### src/rtl/bia_pkg.sv
package bia_pkg;

  typedef enum logic [2:0] {
    ST_IDLE   = 3'd0,
    ST_LWAIT  = 3'd1,
    ST_LHOLD  = 3'd2,
    ST_SWAIT  = 3'd3,
    ST_SGRANT = 3'd4
  } bia_state_t;

  // Bus is quiet once the grant is held and no transaction is active.
  function automatic logic bus_quiet(input logic gnt_n, input logic frm_n, input logic rdy_n);
    return (!gnt_n) && frm_n && rdy_n;
  endfunction

  function automatic logic in_handshake(input bia_state_t s);
    return s != ST_IDLE;
  endfunction

endpackage

### src/rtl/bia_idle_detect.sv
module bia_idle_detect (
  input  logic idle_gnt_n,
  input  logic frame_n,
  input  logic irdy_n,
  output logic grant_held,
  output logic quiet
);
  import bia_pkg::*;

  always_comb begin
    grant_held = !idle_gnt_n;
    quiet      = bus_quiet(idle_gnt_n, frame_n, irdy_n);
  end

endmodule

### src/rtl/bia_serve_fsm.sv
module bia_serve_fsm
  import bia_pkg::*;
(
  input  logic       clk,
  input  logic       rst_n,
  input  logic       local_req,
  input  logic       local_done,
  input  logic       sec_req_n,
  input  logic       grant_held,
  input  logic       quiet,
  output bia_state_t state,
  output logic       start_local,
  output logic       start_sec,
  output logic       idle_hit
);

  bia_state_t state_nx;

  always_comb begin
    start_local = (state == ST_IDLE) && local_req;
    start_sec   = (state == ST_IDLE) && !local_req && !sec_req_n;
    idle_hit    = (state == ST_LWAIT) && quiet;
    state_nx    = state;
    unique case (state)
      ST_IDLE: begin
        if (start_local)    state_nx = ST_LWAIT;
        else if (start_sec) state_nx = ST_SWAIT;
      end
      ST_LWAIT:  if (idle_hit) state_nx = ST_LHOLD;
      ST_LHOLD:  if (local_done) state_nx = ST_IDLE;
      ST_SWAIT: begin
        if (sec_req_n)       state_nx = ST_IDLE;
        else if (grant_held) state_nx = ST_SGRANT;
      end
      ST_SGRANT: if (sec_req_n) state_nx = ST_IDLE;
      default:   state_nx = ST_IDLE;
    endcase
  end

  always_ff @(posedge clk or negedge rst_n) begin
    if (!rst_n) state <= ST_IDLE;
    else        state <= state_nx;
  end

endmodule

### src/rtl/bia_out_stage.sv
module bia_out_stage
  import bia_pkg::*;
(
  input  logic       clk,
  input  logic       rst_n,
  input  bia_state_t state,
  input  logic       idle_hit,
  output logic       idle_req_n,
  output logic       sec_gnt_n,
  output logic       connect_ok
);

  always_ff @(posedge clk or negedge rst_n) begin
    if (!rst_n) connect_ok <= 1'b0;
    else        connect_ok <= idle_hit;
  end

  always_comb begin
    idle_req_n = !in_handshake(state);
    sec_gnt_n  = (state != ST_SGRANT);
  end

endmodule

### src/rtl/bus_idle_arbiter.sv
module bus_idle_arbiter (
  input  logic clk,
  input  logic rst_n,
  input  logic local_req,
  input  logic local_done,
  input  logic sec_req_n,
  input  logic idle_gnt_n,
  input  logic frame_n,
  input  logic irdy_n,
  output logic idle_req_n,
  output logic sec_gnt_n,
  output logic connect_ok
);
  import bia_pkg::*;

  logic       grant_held;
  logic       quiet;
  logic       start_local;
  logic       start_sec;
  logic       idle_hit;
  bia_state_t state;

  bia_idle_detect u_det (
    .idle_gnt_n (idle_gnt_n),
    .frame_n    (frame_n),
    .irdy_n     (irdy_n),
    .grant_held (grant_held),
    .quiet      (quiet)
  );

  bia_serve_fsm u_fsm (
    .clk         (clk),
    .rst_n       (rst_n),
    .local_req   (local_req),
    .local_done  (local_done),
    .sec_req_n   (sec_req_n),
    .grant_held  (grant_held),
    .quiet       (quiet),
    .state       (state),
    .start_local (start_local),
    .start_sec   (start_sec),
    .idle_hit    (idle_hit)
  );

  bia_out_stage u_out (
    .clk        (clk),
    .rst_n      (rst_n),
    .state      (state),
    .idle_hit   (idle_hit),
    .idle_req_n (idle_req_n),
    .sec_gnt_n  (sec_gnt_n),
    .connect_ok (connect_ok)
  );

endmodule

### config.mk
export PLATFORM = sky130hd
export DESIGN_NAME = bus_idle_arbiter
export DESIGN_NICKNAME = d
export VERILOG_FILES = /design/src/rtl/bia_pkg.sv /design/src/rtl/bia_idle_detect.sv /design/src/rtl/bia_serve_fsm.sv /design/src/rtl/bia_out_stage.sv /design/src/rtl/bus_idle_arbiter.sv
export SDC_FILE = /design/constraint.sdc
export NUM_CORES = 1
export LEC_CHECK = 0
export ABC_AREA = 1
export ABC_CLOCK_PERIOD_IN_PS = 1100
export BUFFER_PORTS_ARGS = -buffer_cell sky130_fd_sc_hd__clkbuf_2
export CORE_AREA = 2 2 39 41
export DETAILED_ROUTE_END_ITERATION = 7
export DIE_AREA = 0 0 41 43
export HOLD_SLACK_MARGIN = 0.15
export MAX_ROUTING_LAYER = met4
export PLACE_DENSITY = 0.43
export SLEW_MARGIN = 20
export SYNTH_ARGS = -nofsm -noshare
export SYNTH_HDL_FRONTEND = slang
export SYNTH_SLANG_ARGS = --single-unit
### constraint.sdc
create_clock -name clk -period 1.1 [get_ports clk]
set_clock_uncertainty 0.05 [all_clocks]
set_input_delay 0.11 -clock clk [delete_from_list [all_inputs] [get_ports clk]]
set_output_delay 0.11 -clock clk [all_outputs]
set_load 0.05 [all_outputs]
==> results of run 1 <==
per-stage QoR:
stage	cell area (µm²)	hold WS (ps)	util, %
2_1_floorplan	294	-236	-
3_3_place_gp	417	-130	30.1
3_5_place_dp	417	-122	30.1
4_1_cts	542	153	39.2
5_1_grt	536	167	38.7
6_report	536	151	38.7
cell families after synthesis:
family	count (synthesis)	synth area share, %
flip-flops	4	35.4
AND/OR/NAND/NOR	29	58.0
buffers and inverters	5	6.64
sequential cells by signal, indices dropped and copies added (netlist names):
signal and cells:
u_fsm.state 3, u_out.connect_ok 1
cell type report:
class                           count  area (µm²)  area share [%]
Timing Repair Buffer               22         171            32.0
Clock buffer                        3        22.5            4.21
Tap cell                           16        20.0            3.74
Inverter                            5        21.3            3.97
Multi-Input combinational cell     29         199            37.1
Sequential cell                     4         101            18.9
worst reg2reg max path, delay by kind of cell (launching register included):
| kind | cells | cell delay [ps] |
|---|---|---|
| simple gates | 6 | 440 |
| flops | 1 | 410 |
| buf+inv | 2 | 240 |
path summary, 6_finish.rpt:
kind,start,to,slack [ps],depth (start not counted)
max reg2reg,u_fsm.state[0],u_fsm.state[1],-140,8
min in group clk,sec_req_n,u_fsm.state[2],150,4
min reg2reg,u_fsm.state[1],u_fsm.state[1],480,2
max in group asynchronous,rst_n,u_fsm.state[1],700,2
max,u_fsm.state[1],idle_req_n,-230,3
min,rst_n,u_fsm.state[1],150,2
metal layers:
metal | part of all wire (%) | global-route usage (%) | routed length [µm] | up-vias
li1 | - | - | - | 177
met1 | 40 | 13.3 | 305 | 151
met2 | 51 | 18.1 | 387 | 11
met3 | 4.6 | 1.57 | 35 | 3
met4 | 3.6 | 12.0 | 27 | 0
met5 | 0 | - | 0 | -
synth_stat cells:
cell type / instances / area share, %
sky130_fd_sc_hd__dfrtp_1: 4 / 35
sky130_fd_sc_hd__inv_1: 3 / 4.0
sky130_fd_sc_hd__nor2_1: 4 / 5.3
sky130_fd_sc_hd__nor2_2: 3 / 6.6
sky130_fd_sc_hd__nand4_2: 1 / 4.4
sky130_fd_sc_hd__nand3_2: 3 / 11
sky130_fd_sc_hd__nand4_1: 3 / 6.6
sky130_fd_sc_hd__nor2_4: 1 / 4.0
sky130_fd_sc_hd__nor3_1: 2 / 3.5
sky130_fd_sc_hd__nand2_1: 10 / 13
sky130_fd_sc_hd__inv_2: 2 / 2.7
sky130_fd_sc_hd__nand3_1: 2 / 3.5
power groups by stage:
stage | clock [µW] | combinational, µW | sequential [µW]
after detailed placement | 0 | 751 | 272
final | 200 | 1000 | 267
after CTS | 202 | 1020 | 268
after global routing | 206 | 1100 | 274
after floorplan | 0 | 444 | 293
after global placement | 0 | 749 | 276
timing repair:
item | 4_1_cts | 5_1_grt
hold buffers | 3 | 0
gates cloned | 0 | 0
endpoints found under the setup margin | 6 | 6
pin swaps | 6 | 2
setup buffers | 3 | 0
endpoints found under the hold margin | 5 | 0
gates resized for setup | 13 | 1
==> impl_summary.md, run 1 <==
Routing
The remaining design rule violation count is 0. The final wirelength is 755 µm. In the routed layout, each cell is associated on average with a via count of ~4.3.

Dividing the detail-routed wire length by the instance count gives 9.56 µm. For this block, the via count after detailed routing is approximately 340. The detailed router finished its first iteration with 7 violations.

The detailed-routing iteration count for the pre-antenna-repair pass is 4. The detail route stage leaves a number of antenna-violating nets equal to 0.

Power
Of the total power, registers draw between 10% and 20%. The portion of total power attributed to the clock network is 13.6%. Dividing total power by cell area gives a power density of 2740 nW/µm². Of the total power, the share spent switching nets is 44.3%. The worst-case IR drop observed on VDD is 0.809 mV. The power after layout is 1470 µW. Internal power comes to between 800 and 900 µW. Of the total power, combinational logic draws 68.2%. For this design the total switching power over the nets is 650 µW. For this design the static power due to leakage is 0.000275 µW.

Placed design
The count of buffers from port buffering is 10. After detailed placement, the design holds a cell count of just over 70. The final RePlAce weighted congestion is 0.681. The half-perimeter wire length of the detailed placement result is 572 µm.

Before CTS, the worst setup slack after placement is -123 ps.

Die
The vertical die dimension is 43 µm. The number of top-level pins is 11. The core area is 1380 µm². In this run the core area contains 14 standard-cell rows. In this run the horizontal extent of the chip is about 41 µm. The die area is 1760 µm². Once the floorplan was initialized, standard cells occupied 20.4% of the core.

Clock network
The number of levels in the clock H-tree is 1. The clock passes through at most 2 buffers. The root buffer cell chosen for the clock tree is sky130_fd_sc_hd__clkbuf_4. The clock net in this run drives a total of 4 sinks. The number of buffers created by CTS is 3.

The TritonCTS clock tree is done. The clock latency of the later-clocked register in the worst-skew pair is 250 ps. The clock transition time at the flip-flop clock pins of the worst setup and hold paths is 50 ps.

Timing
Static timing analysis puts the maximum clock frequency at 0.754 GHz. Setup repair after global routing could not meet its margin everywhere. Setup violations remaining at the end of the flow were counted as 6. Of the available clock period, the critical path in the final layout requires 121%. Setup slack on the critical path of the routed design comes to -226 ps. The worst pin sits at a relative slew slack of between 80% and 90%. The final sum of negative setup slack is -863 ps. The count of final hold-check violations was 0. The max-slew violation count is 0. The minimum clock period is about 1300 ps. The measured slew at the worst slew-check pin is 274 ps.

Yosys
The total number of yosys warnings is 0. The synthesized netlist occupies a cell area of 283 µm². Sequential elements use 35.4% of the synthesized area. The post-synthesis cell count is 38. In this run, synthesis produced a sequential element count of 4. The synthesized net count is 46.

The number of distinct library cell variants in the gate-level netlist after synthesis is 12. The mean instance size in the synthesized netlist is 7.44 µm².

Cells and area
In the layout the commonest cells are sky130_fd_sc_hd__nand2_1, sky130_fd_sc_hd__clkbuf_2, sky130_fd_sc_hd__buf_4. The share of layout cells above drive strength 1 is between 50% and 60%. For this run, the post-layout net count is 73. The relative area change from synthesis to final layout is 89.4%.

Excluding fillers, the count of instances in the completed layout stands at 79. The fill cell instance count of the final layout is 157. The commonest non-fill, non-tap cell in the layout is sky130_fd_sc_hd__nand2_1. The number of inserted diodes is 0.

Critical path
The data required time at the worst endpoint is between 900 and 1000 ps. The top cell family by delay on the critical path is flip-flops. The signal on the critical path passes through buf_6 > nor3_4 > buf_8. The category of the worst setup path capture point is an output port.

Together, buffers and inverters on the worst path number 2. For this run, the slowest stage of the critical path takes 430 ps. In this run the worst path has a maximum fanout of 4. The library cell contributing the largest single delay on the critical path is sky130_fd_sc_hd__dfrtp_2. For the worst setup path, the data arrival time is 1170 ps. The startpoint class of the critical path is a register. The critical path is of the reg2out type.

Global routing
The largest net degree at the start of global routing is 6. The initial antenna violation count is 0. Global routing used 12.4% of the available tracks.

The first-pass GRT wire length is 1370 µm. After global routing the overflow that remains totals 0. The via count of the first global-routing pass is roughly 350.

Hold path
The class of the tightest hold or removal check is in2async.

Job
The max-capacitance violation count is 0.

Run status
The run finished, with violations left. The final reports fail on setup timing.
(Power assumes the default switching activity.)
==> run 2, diff against run 1 <==
--- a/config.mk
+++ b/config.mk
@@ -14,6 +14,7 @@
 export HOLD_SLACK_MARGIN = 0.15
 export MAX_ROUTING_LAYER = met4
 export PLACE_DENSITY = 0.43
+export RECOVER_POWER = 25
 export SLEW_MARGIN = 20
 export SYNTH_ARGS = -nofsm -noshare
 export SYNTH_HDL_FRONTEND = slang
==> run 2 against run 1 <==
Net effect:
- the flow still finishes with violations (setup timing)
- global-route usage stayed put
- clock-buffer cell count stayed put
- critical path depth stayed put
- non-clock buffer count stayed put
- sequential cell count stayed put
- first-iteration DRC count stayed put
- combinational power hardly changed
- clock power hardly changed
- wire length is 0.13% lower
- power hardly changed
==> impl_summary.md, run 2 (synthesis gave the netlist of run 1 again) <==
Timing
The tightest slew margin relative to the limit is 81.8% (unchanged). The maximum operating frequency was 0.754 GHz (unchanged). The final clock period utilization by the worst path came to 121% (unchanged).

The measured slew at the worst slew-check pin is 274 ps (unchanged). The minimum hold slack is 154 ps (+2.72 ps). The number of setup violations in the final report is 6 (unchanged). The count of final hold-check violations came to 0 (unchanged). The minimum clock period is 1330 ps (unchanged). The max-slew violation count is 0 (unchanged).

Setup repair after global routing could not meet its margin everywhere. The worst setup slack after layout is -226 ps (unchanged).

Clock network
The clock transition time at the flip-flop clock pins of the worst setup and hold paths is 50 ps (about the same). The number of buffers created by CTS is 3 (unchanged). The clock root buffer master is sky130_fd_sc_hd__clkbuf_4. The TritonCTS clock tree is done. The number of clock sinks is 4 (unchanged).

The maximum buffer depth of the clock tree is 2 (unchanged). The clock latency of the later-clocked register in the worst-skew pair came to 250 ps (about the same). The number of levels in the clock H-tree came to 1 (unchanged).

Critical path
The endpoint arrival time on the critical path is 1170 ps (about the same). The maximum fanout count along the critical path was 4 (unchanged). The startpoint class of the critical path is a register. The worst setup path is captured at an output port.

The classification of the worst setup path is reg2out. In this run the critical register-to-register path is captured at u_fsm.state[1]. The reg-to-reg setup timing slack came to -140 ps (about the same). The path depth of the worst reg2reg path came to 8 (unchanged). The data required time at the worst endpoint is 940 ps (about the same). The startpoint identified for the worst register-to-register timing path is u_fsm.state[0].

Die
The vertical die dimension is 43 µm (unchanged). The row count was 14 (unchanged). The number of top-level pins is 11 (unchanged). The die boundary width came to 41 µm (unchanged). The starting density of the core is 20.4% (unchanged). The die area is 1760 µm² (unchanged).

The core area came to 1380 µm² (unchanged).

Placed design
The pre-CTS worst setup slack was -123 ps (unchanged). The count of buffers from port buffering came to 10 (unchanged). The instance count after placement with tap cells included is 71 (unchanged).

The final RePlAce weighted congestion is 0.681 (unchanged). The half-perimeter wire length of the detailed placement result is 572 µm (unchanged). The cell area reported after detailed placement came to 417 µm² (unchanged).

Hold path
The worst min-delay path endpoint is u_fsm.state[2]. The path class of the tightest hold or removal check is in2reg. The worst hold path stage count is 4. The startpoint of the worst hold path is sec_req_n.

Cells and area
The fill cell instance count of the final layout came to 158 (+0.64%). The final non-filler cell area was 534 µm² (-0.23%). The largest registers in the layout are u_fsm.state x3, u_out.connect_ok x1. In the layout the commonest cells are sky130_fd_sc_hd__nand2_1, sky130_fd_sc_hd__clkbuf_2, sky130_fd_sc_hd__buf_4. The number of inserted diodes was 0 (unchanged).

The flip-flop count of the largest register, all copies and words added is 3 (unchanged). u_fsm.state holds more flip-flops than any other register. The relative area change from synthesis to final layout is 88.9%. The commonest non-fill, non-tap cell in the layout is sky130_fd_sc_hd__nand2_1. The final cell count without fillers is 79 (unchanged). The net total in the final layout was 73 (unchanged). The share of layout cells above drive strength 1 came to 55.6% (-1.6 points).

Routing
The average via count per standard cell was 4.33 (unchanged). The final wirelength is 754 µm (-0.13%). The detailed-routing iteration count for the pre-antenna-repair pass is 4 (unchanged). The count of vias placed by the detailed router is 342 (unchanged).

The remaining design rule violation count is 0 (unchanged). The number of DRC violations after detailed-routing iteration 0 came to 7 (unchanged). The residual antenna-violating net count after detailed routing came to 0 (unchanged). The wire length per cell came to 9.54 µm (-0.13%).

Global routing
The first-pass GRT wire length came to 1370 µm (unchanged). The largest net degree at the start of global routing is 6 (unchanged). The via count of the first global-routing pass came to 345 (unchanged). The total congestion overflow is 0 (unchanged). The total routing resource utilization after global routing is 12.4% (unchanged). The initial antenna violation count came to 0 (unchanged).

Power
The highest ir drop seen on vdd is 0.809 mV (about the same). The cell area power density is 2740 nW/µm² (+0.20%). The leakage power total was 0.000272 µW (-1.1%). The power after layout was 1470 µW (about the same).

Run status
The run finished, with violations left. The final reports fail on setup timing.

Job
The max-capacitance violation count is 0 (unchanged).
==> run 2: cell count changes in the layout (fill, tap and decap cells not counted) <==
cell / change
sky130_fd_sc_hd__clkbuf_1: +1
sky130_fd_sc_hd__clkbuf_2: -1
==> run 2: what timing repair did <==
action / 4_1_cts / 5_1_grt
buffers inserted: 3 / 0
setup endpoints to repair: 6 / 6
pin swaps: 6 / 2
gates resized for setup: 13 / 1
endpoints found under the hold margin: 5 / 0
hold buffers: 3 / 0
==> run 2: worst max-delay path by stage <==
| stage | startpoint | to | slack [ps] | cells past startpoint |
|---|---|---|---|---|
| after floorplan | u_fsm.state[0] | u_fsm.state[0] | -170 | 3 |
| after global placement | u_fsm.state[1] | u_fsm.state[2] | -140 | 6 |
| after detailed placement | u_fsm.state[1] | u_fsm.state[0] | -120 | 6 |
| after CTS | u_fsm.state[1] | idle_req_n | -240 | 3 |
| after global routing | u_fsm.state[1] | idle_req_n | -270 | 3 |
| final | u_fsm.state[1] | idle_req_n | -230 | 3 |
==> run 2: area by class of cell <==
| cell class | count | area, µm² | share of cell area [%] |
|---|---|---|---|
| multi-input combinational | 29 | 199 | 37.2 |
| clock buffer | 3 | 22.5 | 4.22 |
| timing repair buffer | 22 | 170 | 31.9 |
| sequential | 4 | 101 | 19.0 |
| inverter | 5 | 21.3 | 3.98 |
| tap | 16 | 20.0 | 3.75 |
==> run 2: power breakdown <==
group	switching [µW]	internal (µW)
Combinational	508	491
Clock	77.0	123
Sequential	64.9	202
==> run 2: worst max-delay path, stage by stage, from the launching register on <==
cell and delay [ps]:
sky130_fd_sc_hd__dfrtp_2 430, sky130_fd_sc_hd__buf_6 130, sky130_fd_sc_hd__nor3_4 190, sky130_fd_sc_hd__buf_8 170
==> run 2: metal layers <==
layer / global-route usage (%) / vias to the layer above / routed length, µm / part of all wire, %
li1: - / 177 / - / -
met3: 1.57 / 3 / 35 / 4.6
met1: 13.3 / 151 / 303 / 40
met2: 18.1 / 11 / 387 / 51
met5: - / - / 0 / 0
met4: 12.0 / 0 / 27 / 3.6
==> run 2: metrics by stage <==
step / util [%] / TNS (ps)
finish: 38.6 / -863
detailed placement: 30.1 / -494
CTS: 39.2 / -909
global placement: 30.1 / -541
global route: 38.6 / -1200
floorplan: - / -210
